## config.mk

```make
export PLATFORM = sky130hd
export DESIGN_NAME = dual_line_reader
export DESIGN_NICKNAME = d
export VERILOG_FILES = /design/src/rtl/dlr_pkg.sv /design/src/rtl/sclk_div.sv /design/src/rtl/lane_capture.sv /design/src/rtl/sample_emit.sv /design/src/rtl/dual_line_reader.sv
export SDC_FILE = /design/constraint.sdc
export NUM_CORES = 1
export LEC_CHECK = 0
export CORE_UTILIZATION = 40
export CTS_BUF_LIST = sky130_fd_sc_hd__clkbuf_8 sky130_fd_sc_hd__clkbuf_16
export CTS_CLUSTER_SIZE = 25
export DETAILED_ROUTE_END_ITERATION = 10
export DONT_BUFFER_PORTS = 1
export SYNTH_ARGS = -nofsm -noshare
export SYNTH_HDL_FRONTEND = slang
export SYNTH_SLANG_ARGS = --single-unit
```

## constraint.sdc

```tcl
create_clock -name clk -period 4 [get_ports clk]
set_clock_uncertainty 0.05 [all_clocks]
set_input_delay 0.4 -clock clk [delete_from_list [all_inputs] [get_ports clk]]
set_output_delay 0.4 -clock clk [all_outputs]
set_load 0.01 [all_outputs]
```

## src/rtl/dlr_pkg.sv

```systemverilog
package dlr_pkg;
  typedef enum logic [1:0] {
    RS_IDLE  = 2'd0,
    RS_ARM   = 2'd1,
    RS_SHIFT = 2'd2,
    RS_TAIL  = 2'd3
  } rd_state_t;
endpackage

```

## src/rtl/sclk_div.sv

```systemverilog
module sclk_div #(
  parameter int HALF_DIV = 3
) (
  input  logic clk,
  input  logic rst_n,
  input  logic en,
  output logic sclk_o,
  output logic fall_stb,
  output logic rise_stb
);
  localparam int CNT_W = $clog2(HALF_DIV + 1);
  localparam logic [CNT_W-1:0] LAST = CNT_W'(HALF_DIV - 1);

  logic [CNT_W-1:0] cnt;
  logic             sclk_q;
  logic             wrap;

  assign wrap     = en && (cnt == LAST);
  assign fall_stb = wrap && sclk_q;
  assign rise_stb = wrap && !sclk_q;
  assign sclk_o   = sclk_q;

  always_ff @(posedge clk) begin
    if (!rst_n || !en) begin
      cnt    <= '0;
      sclk_q <= 1'b1;
    end else if (wrap) begin
      cnt    <= '0;
      sclk_q <= !sclk_q;
    end else begin
      cnt <= cnt + 1'b1;
    end
  end
endmodule

```

## src/rtl/lane_capture.sv

```systemverilog
module lane_capture #(
  parameter int WORD_W = 18,
  parameter int WPL    = 4,
  localparam int WI_W  = $clog2(WPL)
) (
  input  logic                   clk,
  input  logic                   rst_n,
  input  logic                   clr,
  input  logic                   fall_stb,
  input  logic [1:0]             line_i,
  input  logic                   flag_i,
  output logic                   wr_o,
  output logic [WI_W-1:0]        widx_o,
  output logic [1:0][WORD_W-1:0] word_o,
  output logic                   last_o,
  output logic                   flag_err_o
);
  localparam int BIT_W = $clog2(WORD_W);
  localparam logic [BIT_W-1:0] LAST_BIT = BIT_W'(WORD_W - 1);
  localparam logic [WI_W-1:0]  LAST_WRD = WI_W'(WPL - 1);

  logic [BIT_W-1:0] bitc;
  logic [WI_W-1:0]  widx;
  logic             word_end;

  assign word_end = fall_stb && (bitc == LAST_BIT);
  assign last_o   = word_end && (widx == LAST_WRD);

  for (genvar l = 0; l < 2; l++) begin : g_lane
    logic [WORD_W-1:0] sh;
    always_ff @(posedge clk) begin
      if (!rst_n)        sh <= '0;
      else if (fall_stb) sh <= {sh[WORD_W-2:0], line_i[l]};
    end
    assign word_o[l] = sh;
  end

  always_ff @(posedge clk) begin
    if (!rst_n) begin
      bitc       <= '0;
      widx       <= '0;
      wr_o       <= 1'b0;
      widx_o     <= '0;
      flag_err_o <= 1'b0;
    end else begin
      wr_o <= word_end;
      if (clr) begin
        bitc       <= '0;
        widx       <= '0;
        flag_err_o <= 1'b0;
      end else if (fall_stb) begin
        // flag must be high at the first fall and low at the nineteenth
        if (bitc == '0 && widx == '0 && !flag_i)           flag_err_o <= 1'b1;
        if (bitc == '0 && widx == WI_W'(1) && flag_i)      flag_err_o <= 1'b1;
        if (word_end) begin
          bitc   <= '0;
          widx   <= widx + 1'b1;
          widx_o <= widx;
        end else begin
          bitc <= bitc + 1'b1;
        end
      end
    end
  end

  // once set, the error survives until a new read clears it
  a_r9_err_sticky: assert property (@(posedge clk) disable iff (!rst_n)
    (flag_err_o && !clr) |=> flag_err_o);
endmodule

```

## src/rtl/sample_emit.sv

```systemverilog
module sample_emit #(
  parameter int WORD_W = 18,
  parameter int WPL    = 4,
  localparam int NCH   = 2 * WPL,
  localparam int CH_W  = $clog2(NCH),
  localparam int WI_W  = $clog2(WPL)
) (
  input  logic                   clk,
  input  logic                   rst_n,
  input  logic                   clr,
  input  logic                   wr,
  input  logic [WI_W-1:0]        widx,
  input  logic [1:0][WORD_W-1:0] word,
  output logic                   valid_o,
  input  logic                   ready_i,
  output logic [WORD_W-1:0]      data_o,
  output logic [CH_W-1:0]        chan_o,
  output logic                   drained_o
);
  localparam int PTR_W = $clog2(NCH + 1);
  localparam logic [PTR_W-1:0] PTR_END = PTR_W'(NCH);

  logic [WORD_W-1:0] bank [NCH];
  logic [NCH-1:0]    have;
  logic [PTR_W-1:0]  ptr;

  assign chan_o    = ptr[CH_W-1:0];
  assign drained_o = (ptr == PTR_END);
  assign valid_o   = !drained_o && have[chan_o];
  assign data_o    = bank[chan_o];

  always_ff @(posedge clk) begin
    if (wr) begin
      for (int l = 0; l < 2; l++) begin
        bank[CH_W'(l * WPL) + CH_W'(widx)] <= word[l];
      end
    end
  end

  always_ff @(posedge clk) begin
    if (!rst_n) begin
      have <= '0;
      ptr  <= PTR_END;
    end else if (clr) begin
      have <= '0;
      ptr  <= '0;
    end else begin
      if (wr) begin
        for (int l = 0; l < 2; l++) begin
          have[CH_W'(l * WPL) + CH_W'(widx)] <= 1'b1;
        end
      end
      if (valid_o && ready_i) ptr <= ptr + 1'b1;
    end
  end

  a_r7_hold_stalled: assert property (@(posedge clk) disable iff (!rst_n)
    (valid_o && !ready_i) |=> (valid_o && $stable(data_o) && $stable(chan_o)));

  a_r6_ascending: assert property (@(posedge clk) disable iff (!rst_n)
    (valid_o && ready_i && chan_o != CH_W'(NCH - 1))
      |=> (!valid_o || chan_o == CH_W'($past(chan_o) + 1'b1)));
endmodule

```

## src/rtl/dual_line_reader.sv

```systemverilog
module dual_line_reader
  import dlr_pkg::*;
#(
  parameter int WORD_W         = 18,
  parameter int WORDS_PER_LINE = 4,
  parameter int HALF_DIV       = 3,
  localparam int CH_W          = $clog2(2 * WORDS_PER_LINE)
) (
  input  logic              clk,
  input  logic              rst_n,
  input  logic              start_i,
  input  logic              busy_i,
  input  logic              line_a_i,
  input  logic              line_b_i,
  input  logic              first_flag_i,
  output logic              cs_n_o,
  output logic              sclk_o,
  output logic              done_o,
  output logic              flag_err_o,
  output logic              smp_valid_o,
  input  logic              smp_ready_i,
  output logic [WORD_W-1:0] smp_data_o,
  output logic [CH_W-1:0]   smp_chan_o
);
  localparam int WI_W   = $clog2(WORDS_PER_LINE);
  localparam int TOTAL  = WORD_W * WORDS_PER_LINE;
  localparam int FC_W   = $clog2(TOTAL + 1);
  localparam int HC_W   = $clog2(HALF_DIV + 2) + 1;

  rd_state_t state;
  logic      accept, clr, div_en, fall_stb, rise_stb, last_fall, drained;
  logic      wr;
  logic [WI_W-1:0]        widx;
  logic [1:0][WORD_W-1:0] words;

  assign accept = (state == RS_IDLE) && start_i && drained;
  assign clr    = accept;
  assign div_en = (state == RS_SHIFT) || (state == RS_TAIL);

  always_ff @(posedge clk) begin
    if (!rst_n) begin
      state  <= RS_IDLE;
      cs_n_o <= 1'b1;
      done_o <= 1'b0;
    end else begin
      done_o <= 1'b0;
      unique case (state)
        RS_IDLE:  if (accept) state <= RS_ARM;
        RS_ARM:   if (!busy_i) begin
                    state  <= RS_SHIFT;
                    cs_n_o <= 1'b0;
                  end
        RS_SHIFT: if (last_fall) state <= RS_TAIL;
        RS_TAIL:  if (rise_stb) begin
                    state  <= RS_IDLE;
                    cs_n_o <= 1'b1;
                    done_o <= 1'b1;
                  end
        default:  state <= RS_IDLE;
      endcase
    end
  end

  sclk_div #(.HALF_DIV(HALF_DIV)) u_div (
    .clk(clk), .rst_n(rst_n), .en(div_en),
    .sclk_o(sclk_o), .fall_stb(fall_stb), .rise_stb(rise_stb)
  );

  lane_capture #(.WORD_W(WORD_W), .WPL(WORDS_PER_LINE)) u_cap (
    .clk(clk), .rst_n(rst_n), .clr(clr),
    .fall_stb(fall_stb && state == RS_SHIFT),
    .line_i({line_b_i, line_a_i}), .flag_i(first_flag_i),
    .wr_o(wr), .widx_o(widx), .word_o(words),
    .last_o(last_fall), .flag_err_o(flag_err_o)
  );

  sample_emit #(.WORD_W(WORD_W), .WPL(WORDS_PER_LINE)) u_emit (
    .clk(clk), .rst_n(rst_n), .clr(clr),
    .wr(wr), .widx(widx), .word(words),
    .valid_o(smp_valid_o), .ready_i(smp_ready_i),
    .data_o(smp_data_o), .chan_o(smp_chan_o), .drained_o(drained)
  );

  // Port-level watchers for the read clock and chip select
  logic            sclk_d, seen_chg;
  logic [FC_W-1:0] fcnt;
  logic [HC_W-1:0] hcnt;

  always_ff @(posedge clk) begin
    if (!rst_n) begin
      sclk_d   <= 1'b1;
      fcnt     <= '0;
      hcnt     <= '0;
      seen_chg <= 1'b0;
    end else begin
      sclk_d <= sclk_o;
      if (cs_n_o) begin
        fcnt     <= '0;
        hcnt     <= '0;
        seen_chg <= 1'b0;
      end else begin
        if (sclk_d && !sclk_o) fcnt <= fcnt + 1'b1;
        if (sclk_o != sclk_d) begin
          hcnt     <= '0;
          seen_chg <= 1'b1;
        end else if (hcnt != '1) begin
          hcnt <= hcnt + 1'b1;
        end
      end
    end
  end

  a_r1_idle_clock_high: assert property (@(posedge clk) disable iff (!rst_n)
    cs_n_o |-> sclk_o);

  a_r2_select_after_busy_low: assert property (@(posedge clk) disable iff (!rst_n)
    $fell(cs_n_o) |-> !$past(busy_i));

  a_r3_half_period: assert property (@(posedge clk) disable iff (!rst_n)
    (!cs_n_o && seen_chg && sclk_o != sclk_d) |-> (hcnt == HC_W'(HALF_DIV - 1)));

  a_r4_fall_count: assert property (@(posedge clk) disable iff (!rst_n)
    $rose(cs_n_o) |-> (fcnt == FC_W'(TOTAL)));

  a_r4_done_with_select: assert property (@(posedge clk) disable iff (!rst_n)
    done_o |-> (cs_n_o && $rose(cs_n_o)));
endmodule

```

==> out/qor.txt <==
status: finished, final reports clean
CTS root buffer: clkbuf_16
Simple-Gate Fraction of Synth Area: 0.07737
Netlist Area Pre-Place: 0.008232 mm2
count leader, synth: edfxtp_1
Num CTS Buffers: 22
Post-Synth Adder-Cell Area: 0.01976
Worst Setup Start Kind: register
Crit path arrival time: 2.45 ns
Fillers: 1747
required time worst endpoint: 3.55 ns
Clk Latency, worst-skew pair: 0.49 ns
max_cap viols: 0
Die Y-Extent: 145.5 um
global-route wire length before repair: 24470 um
Pins Over Slew Limit: 0
area occupied by multi-input gates: 0.002354 mm2
antenna viol nets, final: 0
vias in the first global route: 4333
Die Wd: 145.5 um
detailed placement HPWL: 8736 um
sequential area share after synthesis: 0.6931
drt wl/cell: 18.57 um
Via-to-Cell Ratio: 5.002
grt total ovfl: 0
Total Neg Setup Slack: 0 ns
Residual DRC: 0
Ys Warns: 0
fin crit share: 0.7243
Cell Pwr Density: 474.2 mW/mm2
Hold Violations, Final: 0
min Tclk post-route: 2.897 ns
DR vias: 4132
initial antenna violation count: 0
Setup CP Type: reg -> out
ant diodes: 0
Post-Syn Instances: 531
CP endpoint: smp_data_o[11]
DRT Wirelength: 15340 um
RSZ-0062 raised after global routing: false
worst-path maximum fanout: 16
Clock Sinks: 213
Fmax: 345.2 MHz
CTS tree: yes
largest net degree at the start of global routing: 39
Final Power: 4378 uW
port buffer count: 0
share of the synthesized area in the top cell type: 0.5253
Inst Count DP: 782
PostCTS Resize Cnt: 0
layout cells sized above 1: 0.1960
drt pass-1 iters: 4
xor-xnor portion of the synthesized cell area: 0.006384
largest cells by area after synthesis: edfxtp_1 (53%), dfxtp_1 (17%), mux4_2 (9.8%)
row count: 52
nets: 561
All-Layer GR Usage: 0.1489
largest family of logic cells by synthesized area: multiplexers
worst reg2reg startpoint: state[0]
reg2reg end: u_cap.g_lane[0].sh[8]
Layout Cells excl Fill: 826
Peak supply drop: 0.3092 mV
Initial Utilization: 0.4068
Top FF cell, synth: edfxtp_1
Reg area: 0.005707 mm2
Clock transition at path regs: 0.06 ns
post-synthesis mux area share: 0.1330
Worst Hold Class: in -> reg
reg2reg setup slack: 1.67 ns
Synth async-reset ratio: 0
hold_ws: 0.007124 ns
slew at the pin closest to its max-slew limit: 1.064 ns
final RePlAce weighted congestion: 0.7039
cell taking the most area after synthesis: edfxtp_1
Yosys reg bits: 213
Setup crit end kind: primary output
htree depth: 1
area grow syn2layout: 12.18%
core area: 0.02023 mm2
1st-iter DRT viols: 258
Static Leak: 0.002946 uW
Syn Area/Cell: 15.50 um2
EDFF count, synth: 144
# Post-CTS Setup Buffers: 0
Post-Syn Nets: 552
final setup violation count: 0
cells on worst reg2reg path: 6
Post-synth top cells: edfxtp_1 (144), nand2_1 (83), dfxtp_1 (69), a21boi_0 (38), mux4_2 (36)
Slew HR: 0.2908
Distinct cells, synth: 45
Die Area: 0.02116 mm2
IO Count: 34
post-synthesis compound-gate area fraction: 0.04758
clock buffer depth: 3
-- sequential cells by signal, summed over array words and instances (netlist names), 4 cells and up, named ones only --
| signal | count |
|---|---|
| u_emit.bank | 144 |
| u_cap.g_lane.sh | 36 |
| u_emit.have | 8 |
| u_cap.bitc | 5 |
| u_emit.ptr | 4 |
-- cell families after synthesis --
logic type	Yosys count
AOI/OAI and AO/OA	54
xor gates and xnor gates	6
adders and majority gates	13
buffers and inverters	40
DFF	213
muxes	62
and+or+nand+nor	143
-- routing by layer --
layer	GRT usage	wire (um)	vias to the layer above
met5	0	0	-
met4	0.04053	275	0
met3	0.03229	765	23
met2	0.2442	7379	65
met1	0.2008	6921	2069
li1	-	-	1975
-- worst min path at each step --
stage                                        to         start  slack, ns  cells past startpoint
after CTS                              state[1]         rst_n     0.0004                      2
final                                  state[1]         rst_n      0.007                      2
after detailed placement           u_div.cnt[0]  u_div.cnt[0]       0.36                      1
after global routing      u_cap.g_lane[1].sh[5]         rst_n      0.002                      1
after global placement             u_div.cnt[0]  u_div.cnt[0]       0.36                      1
after floorplan                    u_div.cnt[0]  u_div.cnt[0]       0.35                      1
-- layout make-up --
class | count | share of cell area
Clock buffer | 26 | 0.06680
Clock inverter | 14 | 0.006775
Inverter | 11 | 0.004472
Multi-Input combinational cell | 278 | 0.2549
Sequential cell | 213 | 0.6180
Tap cell | 270 | 0.03659
Timing Repair Buffer | 14 | 0.01247
-- critical path, cell delays in order, from the launching register on --
cell and delay (ns):
dfxtp_2 0.71, buf_4 0.38, mux4_2 0.53, mux2_2 0.32
-- stage by stage --
| stage | instance area (um2) | utilization | worst slack (ns) |
|---|---|---|---|
| detailed placement | 8514 | 0.4208 | 1.544 |
| finish | 9234 | 0.4563 | 1.103 |
| global route | 9234 | 0.4563 | 0.9453 |
| floorplan | 8232 | - | 0.3476 |
| CTS | 9234 | 0.4563 | 1.018 |
| global placement | 8514 | 0.4208 | 1.547 |
-- where the power goes --
group | internal, uW | leakage [uW] | total (uW) | switching [uW]
clock network | 1090 | 0.000356 | 1900 | 803
registers | 2340 | 0.00189 | 2360 | 16.7
logic | 52.1 | 0.000699 | 127 | 74.7
total | 3480 | 0.00295 | 4380 | 894
-- layout by cell type (no fill, tap or decap), drive strengths merged, types with 2 or more instances in the layout --
cell / synthesis / layout
nor2b: 3 / 3
mux2: 19 / 19
xnor2: 3 / 3
a21boi: 38 / 38
nand4: 3 / 3
xor2: 3 / 3
nand2: 84 / 84
and3b: 2 / 2
mux4: 36 / 36
nor3: 2 / 2
clkbuf: 14 / 26
a21oi: 6 / 6
clkinv: 0 / 8
ha: 13 / 13
buf: 15 / 10
or3: 2 / 2
edfxtp: 144 / 144
dfxtp: 69 / 69
nand3: 7 / 7
and3: 4 / 4
dlygate4sd3: 0 / 4
o21ai: 4 / 4
mux2i: 7 / 7
nor2: 29 / 29
inv: 11 / 16
-- what timing repair did --
| action | CTS | global route |
|---|---|---|
| setup endpoints to repair | 0 | 0 |
| hold buffers | 4 | 0 |
| hold endpoints to repair | 23 | 0 |
No activity file was read; power rests on OpenSTA's default activity.
